<file path="config.mk">
export PLATFORM = sky130hd
export DESIGN_NAME = otp_row_packer
export DESIGN_NICKNAME = d
export VERILOG_FILES = /design/src/rtl/otp_pack_pkg.sv /design/src/rtl/sync_hunter.sv /design/src/rtl/row_builder.sv /design/src/rtl/page_mapper.sv /design/src/rtl/otp_row_packer.sv
export SDC_FILE = /design/constraint.sdc
export NUM_CORES = 1
export LEC_CHECK = 0
export ABC_CLOCK_PERIOD_IN_PS = 4200
export BUFFER_PORTS_ARGS = -buffer_cell sky130_fd_sc_hd__clkbuf_2
export CAP_MARGIN = 20
export CORE_UTILIZATION = 57
export CTS_CLUSTER_DIAMETER = 80
export DETAILED_ROUTE_END_ITERATION = 8
export HOLD_SLACK_MARGIN = 0.08
export PLACE_DENSITY = 0.74
export SYNTH_ARGS = -nofsm -noshare
export SYNTH_HDL_FRONTEND = slang
export SYNTH_SLANG_ARGS = --single-unit
</file>
<file path="constraint.sdc">
create_clock -name clk -period 4.2 [get_ports clk]
set_input_delay 0.84 -clock clk [delete_from_list [all_inputs] [get_ports clk]]
set_output_delay 0.84 -clock clk [all_outputs]
set_load 0.02 [all_outputs]
</file>
<file path="src/rtl/otp_pack_pkg.sv">
package otp_pack_pkg;

  localparam logic [31:0] SYNC_WORD = 32'h7EAA997E;
  localparam int          SYNC_LEN  = 4;

  typedef enum logic [1:0] {
    PH_HUNT = 2'd0,
    PH_FILL = 2'd1,
    PH_FIN  = 2'd2
  } phase_e;

  // Advance an in-page slot by one row; the span is a whole number of rows.
  function automatic int next_slot(input int cur, input int step, input int span);
    return (cur + step >= span) ? 0 : cur + step;
  endfunction

  // True when the next row would leave the current page.
  function automatic logic slot_wraps(input int cur, input int step, input int span);
    return (cur + step >= span);
  endfunction

endpackage

</file>
<file path="src/rtl/sync_hunter.sv">
module sync_hunter
  import otp_pack_pkg::*;
(
  input  logic       clk,
  input  logic       rst_n,
  input  logic       clr,
  input  logic       take,
  input  logic [7:0] in_byte,
  output logic       hit
);
  localparam int HIST_W = (SYNC_LEN - 1) * 8;

  logic [HIST_W-1:0] hist_q;

  assign hit = take && ({hist_q, in_byte} == SYNC_WORD);

  always_ff @(posedge clk or negedge rst_n) begin
    if (!rst_n) begin
      hist_q <= '0;
    end else if (clr) begin
      hist_q <= '0;
    end else if (take) begin
      hist_q <= {hist_q[HIST_W-9:0], in_byte};
    end
  end
endmodule

</file>
<file path="src/rtl/row_builder.sv">
module row_builder
  import otp_pack_pkg::*;
#(
  parameter int ROW_BYTES = 8
) (
  input  logic                   clk,
  input  logic                   rst_n,
  input  logic                   clr,
  input  logic                   take,
  input  logic [7:0]             in_byte,
  input  logic                   last,
  input  logic                   preload,
  output logic                   emit,
  output logic [ROW_BYTES*8-1:0] row_out,
  output logic                   row_zero
);
  localparam int DW = ROW_BYTES * 8;
  localparam int CW = $clog2(ROW_BYTES);
  localparam logic [DW-1:0] SYNC_ROW = {SYNC_WORD, {(DW-32){1'b0}}};

  logic [DW-1:0] acc_q;
  logic [CW-1:0] cnt_q;
  logic [DW-1:0] merged;

  function automatic logic [DW-1:0] put_byte(input logic [DW-1:0] r,
                                             input logic [CW-1:0] idx,
                                             input logic [7:0]    b);
    logic [DW-1:0] o;
    o = r;
    o[(ROW_BYTES - 1 - int'(idx)) * 8 +: 8] = b;
    return o;
  endfunction

  assign merged   = put_byte(acc_q, cnt_q, in_byte);
  assign emit     = (take && ((cnt_q == CW'(ROW_BYTES - 1)) || last)) || (preload && last);
  assign row_out  = preload ? SYNC_ROW : merged;
  assign row_zero = (row_out == '0);

  always_ff @(posedge clk or negedge rst_n) begin
    if (!rst_n) begin
      acc_q <= '0;
      cnt_q <= '0;
    end else if (clr) begin
      acc_q <= '0;
      cnt_q <= '0;
    end else if (preload && !last) begin
      acc_q <= SYNC_ROW;
      cnt_q <= CW'(SYNC_LEN);
    end else if (emit) begin
      acc_q <= '0;
      cnt_q <= '0;
    end else if (take) begin
      acc_q <= merged;
      cnt_q <= cnt_q + 1'b1;
    end
  end
endmodule

</file>
<file path="src/rtl/page_mapper.sv">
module page_mapper
  import otp_pack_pkg::*;
#(
  parameter int ROW_BYTES   = 8,
  parameter int PAGE_SPAN   = 328,
  parameter int PAGE_STRIDE = 4096,
  parameter int ADDR_W      = 24
) (
  input  logic              clk,
  input  logic              rst_n,
  input  logic              clr,
  input  logic              step,
  output logic [ADDR_W-1:0] addr,
  output logic              wrap
);
  localparam int PW = $clog2(PAGE_SPAN);

  logic [PW-1:0]     slot_q;
  logic [ADDR_W-1:0] base_q;

  assign wrap = step && slot_wraps(int'(slot_q), ROW_BYTES, PAGE_SPAN);
  assign addr = base_q + ADDR_W'(slot_q);

  always_ff @(posedge clk or negedge rst_n) begin
    if (!rst_n) begin
      slot_q <= '0;
      base_q <= '0;
    end else if (clr) begin
      slot_q <= '0;
      base_q <= '0;
    end else if (step) begin
      slot_q <= PW'(next_slot(int'(slot_q), ROW_BYTES, PAGE_SPAN));
      if (wrap) base_q <= base_q + ADDR_W'(PAGE_STRIDE);
    end
  end
endmodule

</file>
<file path="src/rtl/otp_row_packer.sv">
module otp_row_packer
  import otp_pack_pkg::*;
#(
  parameter int          ROW_BYTES   = 8,
  parameter int          PAGE_SPAN   = 328,
  parameter int          PAGE_STRIDE = 4096,
  parameter int          ADDR_W      = 24,
  parameter logic [7:0]  WRITE_OP    = 8'h02
) (
  input  logic                   clk,
  input  logic                   rst_n,
  input  logic                   in_valid,
  output logic                   in_ready,
  input  logic [7:0]             in_byte,
  input  logic                   in_last,
  output logic                   out_valid,
  input  logic                   out_ready,
  output logic [7:0]             out_opcode,
  output logic [ADDR_W-1:0]      out_addr,
  output logic [ROW_BYTES*8-1:0] out_data,
  output logic                   done,
  output logic                   err_nosync
);
  localparam int DW = ROW_BYTES * 8;

  phase_e phase_q;

  // named internal events, observed by the bound checker
  logic              hunting;
  logic              take;
  logic              sync_hit;
  logic              row_emit;
  logic              row_zero;
  logic              page_wrap;
  logic              restart;
  logic [ADDR_W-1:0] map_addr;
  logic [DW-1:0]     row_bits;

  assign hunting  = (phase_q == PH_HUNT);
  assign in_ready = (phase_q != PH_FIN) && !out_valid;
  assign take     = in_valid && in_ready;
  assign restart  = (phase_q == PH_FIN) && !out_valid;
  assign done     = restart;

  sync_hunter u_hunt (
    .clk     (clk),
    .rst_n   (rst_n),
    .clr     (restart),
    .take    (take && hunting),
    .in_byte (in_byte),
    .hit     (sync_hit)
  );

  row_builder #(.ROW_BYTES(ROW_BYTES)) u_row (
    .clk      (clk),
    .rst_n    (rst_n),
    .clr      (restart),
    .take     (take && (phase_q == PH_FILL)),
    .in_byte  (in_byte),
    .last     (in_last),
    .preload  (sync_hit),
    .emit     (row_emit),
    .row_out  (row_bits),
    .row_zero (row_zero)
  );

  page_mapper #(
    .ROW_BYTES   (ROW_BYTES),
    .PAGE_SPAN   (PAGE_SPAN),
    .PAGE_STRIDE (PAGE_STRIDE),
    .ADDR_W      (ADDR_W)
  ) u_map (
    .clk   (clk),
    .rst_n (rst_n),
    .clr   (restart),
    .step  (row_emit),
    .addr  (map_addr),
    .wrap  (page_wrap)
  );

  assign out_opcode = WRITE_OP;

  always_ff @(posedge clk or negedge rst_n) begin
    if (!rst_n) begin
      phase_q    <= PH_HUNT;
      err_nosync <= 1'b0;
    end else begin
      if (take && hunting) err_nosync <= in_last && !sync_hit;
      unique case (phase_q)
        PH_HUNT: if (take && (sync_hit || in_last)) phase_q <= in_last ? PH_FIN : PH_FILL;
        PH_FILL: if (take && in_last) phase_q <= PH_FIN;
        PH_FIN:  if (restart) phase_q <= PH_HUNT;
        default: phase_q <= PH_HUNT;
      endcase
    end
  end

  always_ff @(posedge clk or negedge rst_n) begin
    if (!rst_n) begin
      out_valid <= 1'b0;
      out_addr  <= '0;
      out_data  <= '0;
    end else if (row_emit && !row_zero) begin
      out_valid <= 1'b1;
      out_addr  <= map_addr;
      out_data  <= row_bits;
    end else if (out_valid && out_ready) begin
      out_valid <= 1'b0;
    end
  end
endmodule

</file>
# Word-level counts from Yosys, hierarchy flattened
# Index checks and enable logic that the tools add are counted.
[totals] reg_bits=216 out_inout_bits=100 word_cells=83
[classes] addsub=6 order_cmp=1 n_eq_ne=8 shifts=2 muxes=25 reduce_logical=31
[ops] op="64-bit two-way mux" count=5
[ops] op="24-bit two-way mux" count=5
[ops] op="64-bit bitwise mux" count=1
[ops] op="64-bit logical NOT" count=1
[ops] op="8-bit by 33-bit variable shift with 64-bit output, first input constant" count=1
[ops] op="8-bit by 33-bit variable part select with 64-bit output" count=1
[ops] op="32-bit negator with 33-bit output" count=1
[ops] op="32-bit by 31-bit equality test with 1-bit output, second input constant" count=1
[ops] op="9-bit two-way mux" count=3
[ops] op="24-bit by 13-bit adder with 24-bit output, second input constant" count=1
[ops] op="24-bit by 9-bit adder with 24-bit output" count=1
[ops] op="1-bit logical AND" count=15
[ops] op="3-bit two-way mux" count=4
[ops] op="9-bit by 4-bit adder with 10-bit output, second input constant" count=1
[ops] op="10-bit by 9-bit >= comparator with 1-bit output, second input constant" count=1
[ops] op="2-bit two-way mux" count=4
[ops] op="2-bit nonzero test" count=4
[ops] op="2-bit one-hot mux with 3 select lines" count=1
[ops] op="1-bit logical NOT" count=4
[ops] op="2-bit by 1-bit inequality test with 1-bit output, second input constant" count=2
[ops] op="2-bit inequality test, second input constant" count=2
[ops] op="4-bit nonzero test" count=1
[ops] op="3-bit by 3-bit subtractor with 4-bit output, first input constant" count=1
[ops] op="3-bit by 1-bit adder with 3-bit output, second input constant" count=1
[ops] op="other kinds (8)" count=11

# Longest topological paths before layout
[logic_depth] ltp_word=11 mapped_depth=13 mapped_depth_nobuf=9

# By module
# A second synthesis with hierarchy kept.
[unflattened] hier_cells=958 hier_area_um2=10304.9
[by_module_without_submodules] module="row_builder" instances=1 cells_each=494 area_per_inst_um2=4315.4 seq_area_each_um2=1676.6
[by_module_without_submodules] module="otp_row_packer" instances=1 cells_each=216 area_per_inst_um2=3582.2 seq_area_each_um2=2302.2
[by_module_without_submodules] module="page_mapper" instances=1 cells_each=157 area_per_inst_um2=1347.5 seq_area_each_um2=450.4
[by_module_without_submodules] module="sync_hunter" instances=1 cells_each=91 area_per_inst_um2=1059.8 seq_area_each_um2=600.6

# Worst setup path after synthesis
# No wires, ideal clock.
[synth_timing] path_type="register -> register" from="register u_row.cnt_q[0]" to="register out_addr[12]" setup_ns=0.128 t_arrival_ns=3.310 required_ns=4.072 path_slack_ns=0.763 path_stages_with_launch=12 n_path_buf=2 synth_period_minus_slack_ns=3.437 path_cell_list="dfrtp_1 ha_1 ha_1 nor4b_1 buf_2 mux2i_1 nand4_1 nor4_2 nand3_1 o21ai_2 buf_4 mux2_1"
[synth_via] elab_chain_len=8
[synth_lines] element="start, declared" line_no="row_builder.sv:22" rtl="logic [CW-1:0] cnt_q;"
[synth_lines] element="start signal, assigned" line_no="row_builder.sv:48" rtl="cnt_q <= CW'(SYNC_LEN);"
[synth_lines] element="start signal, assigned" line_no="row_builder.sv:54" rtl="cnt_q <= cnt_q + 1'b1;"
[synth_lines] element="3-bit by 3-bit subtractor with 4-bit output" line_no="row_builder.sv:30" rtl="o[(ROW_BYTES - 1 - int'(idx)) * 8 +: 8] = b;"
[synth_lines] element="32-bit negator with 33-bit output" line_no="row_builder.sv:30"
[synth_lines] element="8-bit by 33-bit variable part select with 64-bit output or 8-bit by 33-bit variable shift with 64-bit output (tied branches)" line_no="row_builder.sv:30"
[synth_lines] element="64-bit bitwise mux" line_no="row_builder.sv:30"
[synth_lines] element="64-bit two-way mux" line_no="row_builder.sv:36" rtl="assign row_out = preload ? SYNC_ROW : merged;"
[synth_lines] element="64-bit logical NOT" line_no="row_builder.sv:37" rtl="assign row_zero = (row_out == '0);"
[synth_lines] element="1-bit logical NOT" line_no="otp_row_packer.sv:103" rtl="end else if (row_emit && !row_zero) begin"
[synth_lines] element="1-bit logical AND *" line_no="otp_row_packer.sv:103"
[synth_lines] element="end signal, assigned" line_no="otp_row_packer.sv:105" rtl="out_addr <= map_addr;"
[synth_lines] element="end, declared" line_no="otp_row_packer.sv:19" rtl="output logic [ADDR_W-1:0] out_addr,"
# Mark *: on every way between the ends. The rest lies on a longest branch, timed or not.
# A chain may end at the register's enable or synchronous reset.

# Worst setup path after layout
[layout_timing] from="register u_row.cnt_q[1]" to="register out_addr[8]"
# The elaborated chain is that of the path after synthesis.

==> impl_metrics.json <==
{
  "cts.sinks": 198,
  "drive_above_1_share_pct": 17.3,
  "r2r_slack_ns": 0.40,
  "critPathBufInv": 3,
  "yosysTopAreaCell": "dfrtp_1",
  "ant_nets": 0,
  "fin_setup_tns_ns": 0,
  "fmax_ghz": 0.263,
  "leakage_nw": 5.37,
  "slew_headroom_pct": 22.8,
  "diodes": 0,
  "critPathKind": "flop to flop",
  "clockRootBuffer": "clkbuf_16",
  "avgRoutedWirePerCell_um": 20.2,
  "vias": 7992,
  "hold_path.class": "primary input to async pin",
  "crit_family": "simple AND/OR/NAND/NOR gates",
  "async_reset_ff_share_pct": 100,
  "cts_inserted_buffers": 17,
  "end_kind": "flop",
  "cap_violations": 0,
  "antenna_found_initial": 0,
  "ys_seq_area_share_pct": 51.2,
  "p_total_w": 0.00386,
  "start_util_pct": 58.3,
  "start_kind": "flop",
  "dr.pass1.iters": 5,
  "htree_levels": 4,
  "detailed_place_hpwl_um": 16600,
  "worst_slew_pin_slew_ns": 1.16,
  "cts.path.max_buffers": 2,
  "port_buffers": 101,
  "synth_top_area_share_pct": 51.2,
  "grt_usage_pct": 30.4,
  "fin_nets": 1055,
  "hold_violations": 0,
  "num-fill-cells": 1368,
  "synthTopCellsByArea": "dfrtp_1 (51%), mux2i_1 (6.4%), nand2_1 (4.2%)",
  "syn_avg_cell_area_um2": 10.1,
  "synth_cell_types": 65,
  "yosysWarnings": 0,
  "critPathMaxFanout": 55,
  "synth_commonest_cells": "dfrtp_1 (198), nand2_1 (108), mux2i_1 (62)",
  "cp_slowest_cell": "dfrtp_1",
  "fin_worst_skew_ns": 0.00979,
  "gp_congestion": 0.932,
  "cp_data_arrival_time_ns": 4.12,
  "die_area_um2": 17500,
  "route.detailed.drc": 0,
  "grt-ovfl-total": 0,
  "syn_inst": 962,
  "synth_seq_cells": 198,
  "rsz0062_at_grt": "no",
  "grt_pass1_wl_um": 41500,
  "grt_max_degree": 87,
  "syn_area_um2": 9670,
  "cp.required_ns": 4.52,
  "setup_viol": 0,
  "clock_latency_ns": 0.44,
  "fp.dieW_um": 132,
  "via_per_inst": 6.30,
  "cts.reportedPaths.clkPinSlew_ns": 0.07,
  "core_area_um2": 16600,
  "whs_ns": 0.414,
  "final_max_slew_viol_count": 0,
  "cts_tree": "yes",
  "synth-main-ff-cell": "dfrtp_1",
  "crit_chain": "ha_1 > ha_1 > buf_4 > nor4b_2 > buf_4 > mux2i_1 > o2111ai_1 > nor4_2 > nand3_1 > o21ai_4 > buf_12 > mux2_1",
  "run_status": "finished, final reports clean",
  "ctsHoldBuffers": 0,
  "min_period_ns": 3.80,
  "wirelength_um": 25600,
  "synth_edf_count": 0,
  "post_cts_buffers": 0,
  "finalCritPeriodShare_pct": 90.5,
  "die_height_um": 132,
  "drt_iter0_markers": 828,
  "crit_path_max_incr_delay_ns": 0.41,
  "rows": 47,
  "seq_area_um2": 4950,
  "area.growth.synth_to_final_pct": 13.9,
  "ir_worst_vdd_uv": 298,
  "power_density_nw_per_um2": 350,
  "yosysMostFrequentCell": "dfrtp_1",
  "multi_input_area_um2": 4270,
  "num_io_pins": 113,
  "grt_pass1_vias": 7568,
  "cts.repair.resized": 0
}
-- cell type report --
cell class | count | area share, %
Clock inverter | 11 | 1.34
Inverter | 30 | 1.02
Multi-Input combinational cell | 655 | 38.7
Timing Repair Buffer | 135 | 7.21
Sequential cell | 198 | 45.0
Clock buffer | 20 | 4.24
Tap cell | 220 | 2.50
-- placed cells by master (no fill, tap or decap), drive strengths merged, types with 4 or more instances in the layout --
master   netlist  layout
dfrtp        198     198
nand4         17      17
nand3         61      61
conb           2      11
nor2          57      57
o2bb2ai       39      39
nand2        108     108
or4bb          6       6
o311ai         4       4
a22o          32      32
clkinv         1       6
o2111ai        6       6
o31ai         11      11
nor4          11      11
o21a           4       4
mux2          19      19
nand2b        12      12
and2          12      12
ha             5       5
a211oi         7       7
mux2i         62      62
clkbuf        47     121
nor3          13      13
inv           29      31
a21oi         38      38
nor3b          5       5
and3           6       6
o21ai         40      40
buf           41      34
or4            9       9
a22oi         19      19
nor2b          5       5
-- per-stage QoR --
stage | setup WS, ns | std cells | cell area, um^2 | util [%]
final | 0.400 | 1269 | 11000 | 66.4
after detailed placement | 0.455 | 1238 | 10400 | 62.7
after floorplan | 0.763 | 971 | 9710 | -
after global placement | 0.524 | 1238 | 10400 | 62.7
after CTS | 0.431 | 1269 | 11000 | 66.4
after global routing | 0.183 | 1269 | 11000 | 66.4
-- registers in the layout, summed over array words and instances (netlist names) --
register       cells
u_row.cnt_q        3
err_nosync         1
phase_q            2
u_map.slot_q       6
u_hunt.hist_q     24
out_data          64
u_row.acc_q       64
out_addr          21
u_map.base_q      12
out_valid          1
-- final timing paths --
kind | start | endpoint | cells after the start
worst max-delay path | u_row.cnt_q[1] | out_addr[8] | 12
worst min-delay path | rst_n | out_data[61] | 1
worst max register to register | u_row.cnt_q[1] | out_addr[8] | 12
worst min register to register | out_addr[10] | out_addr[10] | 1
max in group asynchronous | rst_n | u_row.acc_q[13] | 2
min in group clk | out_addr[10] | out_addr[10] | 1
-- report_power, final --
| group | total [W] | internal [W] | switching (W) |
|---|---|---|---|
| Combinational | 0.000186 | 0.0000450 | 0.000141 |
| Sequential | 0.00197 | 0.00194 | 0.0000267 |
| Clock | 0.00171 | 0.000984 | 0.000722 |
-- logic make-up after synthesis --
logic type,Yosys count,share of synthesized area [%]
xor gates and xnor gates,2,0.181
adders and majority gates,5,0.647
DFF,198,51.2
buffers and inverters,118,5.50
muxes,81,8.63
other,2,0.0776
and+or+nand+nor,336,17.4
AOI/OAI and AO/OA,220,16.3
-- worst reg2reg max path: stages, from the launching register on --
cell       delay (ns)
dfrtp_1          0.41
ha_1             0.21
ha_1             0.29
buf_4            0.20
nor4b_2          0.36
buf_4            0.28
mux2i_1          0.37
o2111ai_1        0.23
nor4_2           0.25
nand3_1          0.17
o21ai_4          0.21
buf_12           0.26
mux2_1           0.43
-- routing by layer --
metal	GRT usage (%)	vias to the layer above	wire (um)
met5	0	-	0
met4	11.9	0	652
met3	5.04	59	1480
met2	47.4	331	12200
met1	42.7	3991	11300
li1	-	3611	-
Power figures use the tool's default switching activity.
